<file path="config.mk">
export PLATFORM = sky130hd
export DESIGN_NAME = xbus_ctrl
export DESIGN_NICKNAME = d
export VERILOG_FILES = /design/src/rtl/xbus_pkg.sv /design/src/rtl/xbus_cfg.sv /design/src/rtl/xbus_seq.sv /design/src/rtl/xbus_lane.sv /design/src/rtl/xbus_ctrl.sv
export SDC_FILE = /design/constraint.sdc
export NUM_CORES = 1
export LEC_CHECK = 0
export CAP_MARGIN = 20
export CORE_MARGIN = 4
export CORE_UTILIZATION = 45
export DETAILED_ROUTE_END_ITERATION = 12
export PLACE_DENSITY = 0.86
export REMOVE_ABC_BUFFERS = 1
export SLEW_MARGIN = 15
export SYNTH_ARGS = -nofsm -noshare
export SYNTH_HDL_FRONTEND = slang
export SYNTH_SLANG_ARGS = --single-unit
export TNS_END_PERCENT = 30
</file>
<file path="constraint.sdc">
create_clock -name clk -period 2 [get_ports clk]
set_clock_uncertainty 0.1 [all_clocks]
set_input_delay 0.4 -clock clk [delete_from_list [all_inputs] [get_ports clk]]
set_output_delay 0.4 -clock clk [all_outputs]
set_load 0.005 [all_outputs]
</file>
<file path="src/rtl/xbus_pkg.sv">
package xbus_pkg;

    localparam int BND_W = 3;
    localparam int WS_W  = 2;

    typedef struct packed {
        logic             if_en;
        logic             keep_en;
        logic [WS_W-1:0]  ws_hi;
        logic [WS_W-1:0]  ws_lo;
        logic [BND_W-1:0] bnd;
    } cfg_t;

    localparam int CFG_W = $bits(cfg_t);

    typedef enum logic [2:0] {
        PH_IDLE,
        PH_T1,
        PH_STB,
        PH_HOLD,
        PH_T4
    } phase_e;

    // extra strobe cycles beyond the base two
    function automatic logic [WS_W-1:0] ws_extra(input logic [WS_W-1:0] code);
        case (code)
            2'b00:   ws_extra = 2'd0;
            2'b01:   ws_extra = 2'd1;
            default: ws_extra = 2'd2;
        endcase
    endfunction

endpackage

</file>
<file path="src/rtl/xbus_cfg.sv">
module xbus_cfg
    import xbus_pkg::*;
(
    input  logic             clk,
    input  logic             rst_n,
    input  logic             we,
    input  logic [CFG_W-1:0] wdata,
    output cfg_t             cfg
);

    typedef struct packed {
        cfg_t c;
    } st_t;

    st_t st_d, st_q;

    always_comb begin
        st_d = st_q;
        if (we) begin
            st_d.c = cfg_t'(wdata);
        end
    end

    always_ff @(posedge clk or negedge rst_n) begin
        if (!rst_n) begin
            st_q <= '0;
        end else begin
            st_q <= st_d;
        end
    end

    assign cfg = st_q.c;

endmodule

</file>
<file path="src/rtl/xbus_seq.sv">
module xbus_seq
    import xbus_pkg::*;
#(
    parameter int AW = 16,
    parameter int DW = 8
) (
    input  logic             clk,
    input  logic             rst_n,
    input  logic             en,
    input  logic [BND_W-1:0] bnd,
    input  logic [WS_W-1:0]  ws_lo,
    input  logic [WS_W-1:0]  ws_hi,
    input  logic             req,
    input  logic             we,
    input  logic [AW-1:0]    addr,
    input  logic [DW-1:0]    wdata,
    input  logic             nxt_ram,
    input  logic [DW-1:0]    ad_i,
    output logic             ready,
    output logic [DW-1:0]    rdata,
    output logic             ale,
    output logic             rd_n,
    output logic             wr_n,
    output logic             drive,
    output logic [DW-1:0]    dval,
    output logic [AW-DW-1:0] ahi
);

    localparam int HI_W = AW - DW;

    typedef struct packed {
        phase_e          ph;
        logic [WS_W-1:0] cnt;
        logic [WS_W-1:0] code;
        logic            we;
        logic            nxt;
        logic [AW-1:0]   addr;
        logic [DW-1:0]   wdat;
        logic [DW-1:0]   rdat;
    } st_t;

    st_t  st_d, st_q;
    logic upper;

    assign upper = (bnd != '0) && (addr[AW-1 -: BND_W] >= bnd);

    always_comb begin
        st_d = st_q;
        case (st_q.ph)
            PH_IDLE: begin
                if (req) begin
                    st_d.ph   = PH_T1;
                    st_d.we   = we;
                    st_d.addr = addr;
                    st_d.wdat = wdata;
                    st_d.nxt  = nxt_ram;
                    st_d.code = upper ? ws_hi : ws_lo;
                end
            end
            PH_T1: begin
                st_d.ph  = PH_STB;
                st_d.cnt = 2'd1 + ws_extra(st_q.code);
            end
            PH_STB: begin
                if (st_q.cnt == '0) begin
                    if (!st_q.we) begin
                        st_d.rdat = ad_i;
                    end
                    st_d.ph = (st_q.code == 2'b11) ? PH_HOLD : PH_T4;
                end else begin
                    st_d.cnt = st_q.cnt - 2'd1;
                end
            end
            PH_HOLD: st_d.ph = PH_T4;
            PH_T4:   st_d.ph = PH_IDLE;
            default: st_d.ph = PH_IDLE;
        endcase
        if (!en) begin
            st_d.ph = PH_IDLE;
        end
    end

    always_ff @(posedge clk or negedge rst_n) begin
        if (!rst_n) begin
            st_q <= '{ph: PH_IDLE, default: '0};
        end else begin
            st_q <= st_d;
        end
    end

    logic in_stb;
    assign in_stb = (st_q.ph == PH_STB);

    assign ready = (st_q.ph == PH_T4);
    assign rdata = st_q.rdat;
    assign ale   = (st_q.ph == PH_T1) || ((st_q.ph == PH_T4) && st_q.nxt);
    assign rd_n  = !(in_stb && !st_q.we);
    assign wr_n  = !(in_stb && st_q.we);
    assign drive = (st_q.ph == PH_T1) ||
                   (st_q.we && (in_stb || st_q.ph == PH_HOLD || st_q.ph == PH_T4));
    assign dval  = (st_q.ph == PH_T1) ? st_q.addr[DW-1:0] : st_q.wdat;
    assign ahi   = st_q.addr[AW-1 -: HI_W];

    a_r11_strobe_excl: assert property (@(posedge clk) disable iff (!rst_n)
        !(!rd_n && !wr_n));

    a_r11_ale_no_strobe: assert property (@(posedge clk) disable iff (!rst_n)
        ale |-> (rd_n && wr_n));

    a_r8_ready_single: assert property (@(posedge clk) disable iff (!rst_n)
        ready |=> !ready);

    a_r6_read_released: assert property (@(posedge clk) disable iff (!rst_n)
        !rd_n |-> !drive);

    a_r2_disable_idles: assert property (@(posedge clk) disable iff (!rst_n)
        !en |=> (rd_n && wr_n && !ready));

endmodule

</file>
<file path="src/rtl/xbus_lane.sv">
module xbus_lane #(
    parameter int DW = 8
) (
    input  logic          clk,
    input  logic          rst_n,
    input  logic          keep_on,
    input  logic          drive,
    input  logic [DW-1:0] dval,
    output logic [DW-1:0] ad_o,
    output logic          ad_oe,
    output logic          ad_keep
);

    typedef struct packed {
        logic [DW-1:0] last;
    } st_t;

    st_t st_d, st_q;

    always_comb begin
        st_d = st_q;
        if (drive) begin
            st_d.last = dval;
        end
    end

    always_ff @(posedge clk or negedge rst_n) begin
        if (!rst_n) begin
            st_q <= '0;
        end else begin
            st_q <= st_d;
        end
    end

    always_comb begin
        ad_oe   = drive;
        ad_keep = keep_on && !drive;
        if (drive) begin
            ad_o = dval;
        end else if (keep_on) begin
            ad_o = st_q.last;
        end else begin
            ad_o = '0;
        end
    end

    a_r10_keep_holds: assert property (@(posedge clk) disable iff (!rst_n)
        (ad_keep && $past(ad_keep)) |-> (ad_o == $past(ad_o)));

    a_r10_keep_after_drive: assert property (@(posedge clk) disable iff (!rst_n)
        ($past(ad_oe) && ad_keep) |-> (ad_o == $past(ad_o)));

endmodule

</file>
<file path="src/rtl/xbus_ctrl.sv">
module xbus_ctrl
    import xbus_pkg::*;
#(
    parameter int AW = 16,
    parameter int DW = 8
) (
    input  logic             clk,
    input  logic             rst_n,
    input  logic             cfg_we,
    input  logic [8:0]       cfg_wdata,
    output logic [8:0]       cfg_rdata,
    input  logic             req,
    input  logic             req_we,
    input  logic [AW-1:0]    req_addr,
    input  logic [DW-1:0]    req_wdata,
    input  logic             nxt_ram,
    output logic             ready,
    output logic [DW-1:0]    rdata,
    input  logic [DW-1:0]    ad_i,
    output logic [DW-1:0]    ad_o,
    output logic             ad_oe,
    output logic             ad_keep,
    output logic [AW-DW-1:0] ahi_o,
    output logic             ale_o,
    output logic             rd_n,
    output logic             wr_n
);

    cfg_t             cfg;
    logic             s_ready, s_ale, s_rd_n, s_wr_n, s_drive;
    logic [DW-1:0]    s_dval;
    logic [AW-DW-1:0] s_ahi;

    xbus_cfg u_cfg (
        .clk   (clk),
        .rst_n (rst_n),
        .we    (cfg_we),
        .wdata (cfg_wdata),
        .cfg   (cfg)
    );

    xbus_seq #(.AW(AW), .DW(DW)) u_seq (
        .clk     (clk),
        .rst_n   (rst_n),
        .en      (cfg.if_en),
        .bnd     (cfg.bnd),
        .ws_lo   (cfg.ws_lo),
        .ws_hi   (cfg.ws_hi),
        .req     (req),
        .we      (req_we),
        .addr    (req_addr),
        .wdata   (req_wdata),
        .nxt_ram (nxt_ram),
        .ad_i    (ad_i),
        .ready   (s_ready),
        .rdata   (rdata),
        .ale     (s_ale),
        .rd_n    (s_rd_n),
        .wr_n    (s_wr_n),
        .drive   (s_drive),
        .dval    (s_dval),
        .ahi     (s_ahi)
    );

    xbus_lane #(.DW(DW)) u_lane (
        .clk     (clk),
        .rst_n   (rst_n),
        .keep_on (cfg.if_en && cfg.keep_en),
        .drive   (s_drive && cfg.if_en),
        .dval    (s_dval),
        .ad_o    (ad_o),
        .ad_oe   (ad_oe),
        .ad_keep (ad_keep)
    );

    assign cfg_rdata = cfg;
    assign ready     = s_ready && cfg.if_en;
    assign ale_o     = s_ale && cfg.if_en;
    assign rd_n      = s_rd_n || !cfg.if_en;
    assign wr_n      = s_wr_n || !cfg.if_en;
    assign ahi_o     = cfg.if_en ? s_ahi : '0;

    a_r2_off_quiet: assert property (@(posedge clk) disable iff (!rst_n)
        !cfg.if_en |-> (!ad_oe && !ad_keep && !ale_o && rd_n && wr_n));

endmodule

</file>
==> impl_metrics.yaml, run 1 <==
detailed_routing:
  drt-vias-per-instance: 5.30
  drcViolationCount: 0
  vias: 2273
  drtPass1Iterations: 4
  wirelength_um: 7420
  drt_iter0_drc: 168
  wl_per_cell_um: 17.3
  antenna_left: 0
cts:
  cts_sinks: 58
  cts_buffer_depth: 2
  clock_latency_ns: 0.34
  cts_max_level: 3
  cts_tree: "yes"
  clkTransAtPathRegs_ns: 0.06
  numCtsBuffers: 9
  clock-root-buffer: "clkbuf_8"
synthesis:
  synth_top_area_share_pct: 50.9
  seq_area_frac_synth_pct: 50.9
  synth.most_common_cell: "dfrtp_1"
  yosysWarnings: 0
  synth_compound_area_share_pct: 7.55
  synth.distinct_cells: 34
  synth_area_sq_mm: 0.00285
  synth_area_leader_cell: "dfrtp_1"
  synth_flop_cell: "dfrtp_1"
  synthTopCellsByArea: "dfrtp_1 (51%), mux2_2 (15%), mux2i_1 (6.0%)"
  async_reset_ff_share_pct: 100
  netlist_instances: 229
  yosys.area_share.adder_pct: 1.76
  syn-mean-instance-area_sq_um: 12.4
  synth-seq-cells: 58
  synth_mux_area_share_pct: 22.2
  synthTopCellsByCount: "dfrtp_1 (58), mux2_2 (39), inv_1 (17), mux2i_1 (17), buf_4 (10)"
  synth_top_family_by_area: "multiplexers"
  synth-edff-count: 0
  synth_simple_gate_area_share_pct: 9.70
  synth-xor-area-share_pct: 0
setup_path:
  start_kind: "register"
  path_class: "register to output pin"
  cp_slowest_stage_delay_ns: 0.43
  cp_num_cells: 6
  critPathTopFamily: "compound AO/OA/AOI/OAI gates"
  crit_fanout: 6
  r2r_cells: 8
  cp-end-kind: "output pin"
  cp_cell_sequence: "nand3b_1 > a21oi_4 > o21ai_4 > buf_6 > o2bb2ai_2 > buf_2"
  required_ns: 1.50
  critPathBufInv: 2
  slowest_stage: "dfrtp_1"
  cp.arrival_ns: 1.77
layout:
  multiInputGateArea_sq_mm: 0.00137
  regArea_sq_mm: 0.00145
  drive_gt1_share_pct: 39.5
  fillCellCount: 403
  num_antenna_cells: 0
  final_util_pct: 72.1
  syn_to_final_growth_pct: 52.4
  num-nets-final: 400
floorplan:
  ios: 86
  start_util_pct: 47.3
  core_area_sq_mm: 0.00603
  die_x_um: 87.6
  die_h_um: 87.6
  dieArea_sq_mm: 0.00767
  fp-row-count: 28
pwr:
  leakage_nw: 1.96
  power_density_mw_per_mm2: 994
  peakVddDrop_mv: 0.627
  total_power_mw: 4.32
placement:
  port_buffers: 85
  hpwl_um: 5070
  place_congestion: 0.895
  dp_worst_setup_slack_ns: -0.220
global_routing:
  grt_usage_pct: 20.7
  grt_overflow_total: 0
  grt_antenna_before_repair: 0
  grt_pass1_vias: 2521
  grt_max_degree: 22
  grt_pass1_wl_um: 12000
hold_path:
  hold_depth: 1
  hold_path.class: "register to register"
sta:
  fin_crit_sh_pct: 113
  setup_violations: 13
  holdWs_ns: 0.404
  tns_ns: -2.56
  tightest_slew_ns: 0.538
  relSlewSlack_pct: 64.1
  fin_ws_ns: -0.267
  maxSlewViolCount: 0
  rsz0062_at_grt: "yes"
  min_period_ns: 2.27
  hold_viol: 0
  fmax_ghz: 0.441
outcome:
  outcome: "finished with violations"
  violations: "negative setup slack"
job:
  cap_violations: 0
-- flip-flops by register name (all words and copies together), names as in the netlist --
name         count
u_cfg.cfg        9
u_seq.rdata      8
u_seq.st_q      25
u_lane.st_q      8
u_seq.ahi        8
-- worst register-to-register path: stages, from the launching register on --
cell	delay, ns
dfrtp_1	0.43
nand3b_1	0.27
a21oi_4	0.28
buf_6	0.14
o21ai_4	0.05
buf_4	0.17
buf_4	0.14
buf_4	0.12
mux2i_1	0.11
-- where the power goes --
group	internal, mW	total (mW)	switching (mW)
registers	1.50	1.77	0.264
logic	0.886	1.46	0.572
clock network	0.636	1.09	0.459
total	3.02	4.32	1.29
-- kinds of logic (layout without fill, tap and decap cells) --
family / after synthesis / count (layout)
buffers and inverters: 36 / 160
AOI/OAI and AO/OA: 29 / 30
DFF: 58 / 58
muxes: 58 / 58
adders and majority gates: 4 / 4
and+or+nand+nor: 44 / 44
-- path summary, 6_finish.rpt --
kind | slack (ns) | endpoint | from
max | -0.27 | ad_o[4] | u_seq.st_q[38]
min reg2reg | 0.40 | u_seq.ahi[5] | u_seq.ahi[5]
min | 0.40 | u_seq.ahi[5] | u_seq.ahi[5]
min in group asynchronous | 0.48 | u_seq.st_q[39] | rst_n
max reg2reg | 0.07 | u_lane.st_q[5] | u_seq.st_q[38]
max in group asynchronous | 0.79 | u_seq.st_q[40] | rst_n
-- metrics by stage --
stage | cells | instance area, sq um
floorplan | 210 | 2690
global placement | 401 | 3890
CTS | 428 | 4270
detailed placement | 401 | 3890
global route | 429 | 4340
finish | 429 | 4340
-- cells in the final DEF (no fill, tap or decap), types with 6 or more instances in the layout --
cell type / netlist / final
mux2i_1: 17 / 9
dfrtp_1: 58 / 56
buf_6: 7 / 7
buf_4: 10 / 31
dlygate4sd2_1: 0 / 10
clkbuf_8: 0 / 11
clkdlybuf4s50_1: 0 / 62
nand2_1: 9 / 8
mux2_2: 39 / 39
nor2_1: 8 / 7
o21ai_0: 7 / 7
o2bb2ai_2: 0 / 6
and2_1: 8 / 8
buf_2: 0 / 12
inv_1: 17 / 16
-- area by class of cell --
| cell class | count | area share (%) |
|---|---|---|
| flip-flops and latches | 58 | 33.5 |
| multi-input cells | 136 | 31.6 |
| repair buffers | 127 | 26.6 |
| clock buffers | 11 | 3.49 |
| well taps | 75 | 2.16 |
| inverters | 17 | 1.47 |
| clock inverters | 5 | 1.21 |
-- routing by layer --
metal	global-route usage [%]	up-vias	routed length [um]
met5	0	-	0
met4	11.2	0	182
met3	6.40	14	480
met2	35.2	90	3880
met1	23.3	1132	2870
li1	-	1037	-
-- what timing repair did --
| item | CTS | global route |
|---|---|---|
| gates resized for setup | 84 | 17 |
| hold endpoints to repair | 18 | 0 |
| pin swaps | 5 | 2 |
| endpoints found under the setup margin | 23 | 16 |
| hold buffers | 1 | 0 |
| buffers inserted | 9 | 1 |
| gates cloned | 1 | 0 |
(Power assumes the default switching activity.)
==> run 2: changes to the inputs <==
- SKIP_LAST_GASP: unset -> 1
- clock period: 2 -> 2.7 ns (I/O delays scaled with it)
==> impl_metrics.yaml, run 2 (same netlist as run 1, synthesis figures left out) <==
placement:
  dp.cells: 379
  place_congestion: 0.864
  port_buffers: 85
  hpwl_um: 4640
cts:
  cts_tree: "yes"
  hold_buffers: 0
  cts_buffer_depth: 2
  numCtsBuffers: 9
  clkTransAtPathRegs_ns: 0.07
  cts_sinks: 58
  clock_latency_ns: 0.32
  clock-root-buffer: "clkbuf_8"
  cts_max_level: 3
setup_path:
  cp_slowest_stage_delay_ns: 0.45
  cp_cell_sequence: "inv_1 > and3_2 > mux2i_1 > o2bb2ai_2 > clkdlybuf4s50_1"
  required_ns: 2.06
  crit_fanout: 10
  critPathTopFamily: "buffers and inverters"
  slowest_stage: "clkdlybuf4s50_1"
  path_class: "register to output pin"
  start_kind: "register"
  cp-end-kind: "output pin"
  cp.arrival_ns: 2.13
  critPathBufInv: 2
sta:
  fmax_ghz: 0.362
  rsz0062_at_grt: "yes"
  min_period_ns: 2.77
  hold_viol: 0
  relSlewSlack_pct: 52.5
  fin_ws_ns: -0.0650
  tightest_slew_ns: 0.712
  setup_violations: 6
  fin_crit_sh_pct: 102
  tns_ns: -0.240
  maxSlewViolCount: 0
global_routing:
  grt_pass1_wl_um: 10400
  grt_pass1_vias: 2206
  grt_antenna_before_repair: 0
  grt_usage_pct: 17.8
  grt_max_degree: 59
  grt_overflow_total: 0
floorplan:
  die_h_um: 87.6
  ios: 86
  core_area_sq_mm: 0.00603
  start_util_pct: 47.3
  die_x_um: 87.6
  dieArea_sq_mm: 0.00767
  fp-row-count: 28
layout:
  final_cell_mix: "clkdlybuf4s50_1 (82), dfrtp_1 (57), mux2_2 (39)"
  regMostFlops: "u_seq.st_q"
  fin_cells: 401
  num_antenna_cells: 0
  largest_register_ffs: 25
  num-nets-final: 372
  final_util_pct: 65.7
  final_common_cell: "clkdlybuf4s50_1"
  syn_to_final_growth_pct: 39.0
  drive_gt1_share_pct: 24.5
hold_path:
  hold_path.class: "primary input to async pin"
detailed_routing:
  drt_iter0_drc: 84
  wirelength_um: 6310
  drtPass1Iterations: 4
  wl_per_cell_um: 15.7
  antenna_left: 0
  vias: 2059
  drt-vias-per-instance: 5.13
  drcViolationCount: 0
pwr:
  leakage_nw: 1.75
  peakVddDrop_mv: 0.593
  power_density_mw_per_mm2: 740
outcome:
  violations: "negative setup slack"
  outcome: "finished with violations"
job:
  cap_violations: 0
[run 2: final cells by class]
cell class | count | area, sq um
well taps | 75 | 93.8
inverters | 17 | 63.8
clock inverters | 6 | 57.6
repair buffers | 100 | 972
flip-flops and latches | 58 | 1450
fillers | 480 | 2060
multi-input cells | 135 | 1190
clock buffers | 10 | 128
[run 2: power by group]
part           internal, mW  total [mW]  switching (mW)
registers              1.11        1.26           0.151
logic                 0.561       0.913           0.352
clock network         0.420       0.755           0.335
total                  2.09        2.93           0.839
[run 2: through the flow]
stage	setup slack (ns)	hold slack (ns)	power, mW	instance area [sq um]
final	-0.0650	0.257	2.93	3960
after global routing	-0.161	0.328	3.13	3960
after CTS	-0.0475	0.286	2.96	3950
after detailed placement	0.0538	0.382	2.17	3700
after global placement	0.151	0.377	2.13	3700
after floorplan	0.455	0.144	1.72	2690
[run 2: final timing paths]
check                                     from        endpoint  slack [ns]  cells past startpoint
worst min-delay path                     rst_n    u_cfg.cfg[0]        0.26                      2
worst max-delay path            u_seq.st_q[40]         ad_o[7]       -0.07                      5
max in group asynchronous                rst_n  u_seq.st_q[38]        1.73                      2
worst min register to register  u_seq.st_q[15]  u_seq.st_q[15]        0.39                      1
worst max register to register  u_seq.st_q[36]  u_seq.rdata[3]        0.73                      4
min in group clk                u_seq.st_q[15]  u_seq.st_q[15]        0.39                      1
[run 2: worst reg2reg max path: stages, from the launching register on]
cell,delay (ns)
dfrtp_1,0.42
inv_1,0.07
ha_1,0.27
nor4b_4,0.57
mux2_2,0.42
[run 2: routing by layer]
| metal | vias to the layer above | global-route usage, % | wire length (um) |
|---|---|---|---|
| li1 | 980 | - | - |
| met1 | 1018 | 21.3 | 2600 |
| met2 | 53 | 29.7 | 3240 |
| met3 | 8 | 4.89 | 368 |
| met4 | 0 | 8.09 | 102 |
| met5 | - | 0 | 0 |
[run 2: repair_timing]
action | 4_1_cts | 5_1_grt
gates resized for setup | 5 | 2
pin swaps | 1 | 1
setup endpoints to repair | 11 | 8
buffers inserted | 5 | 1
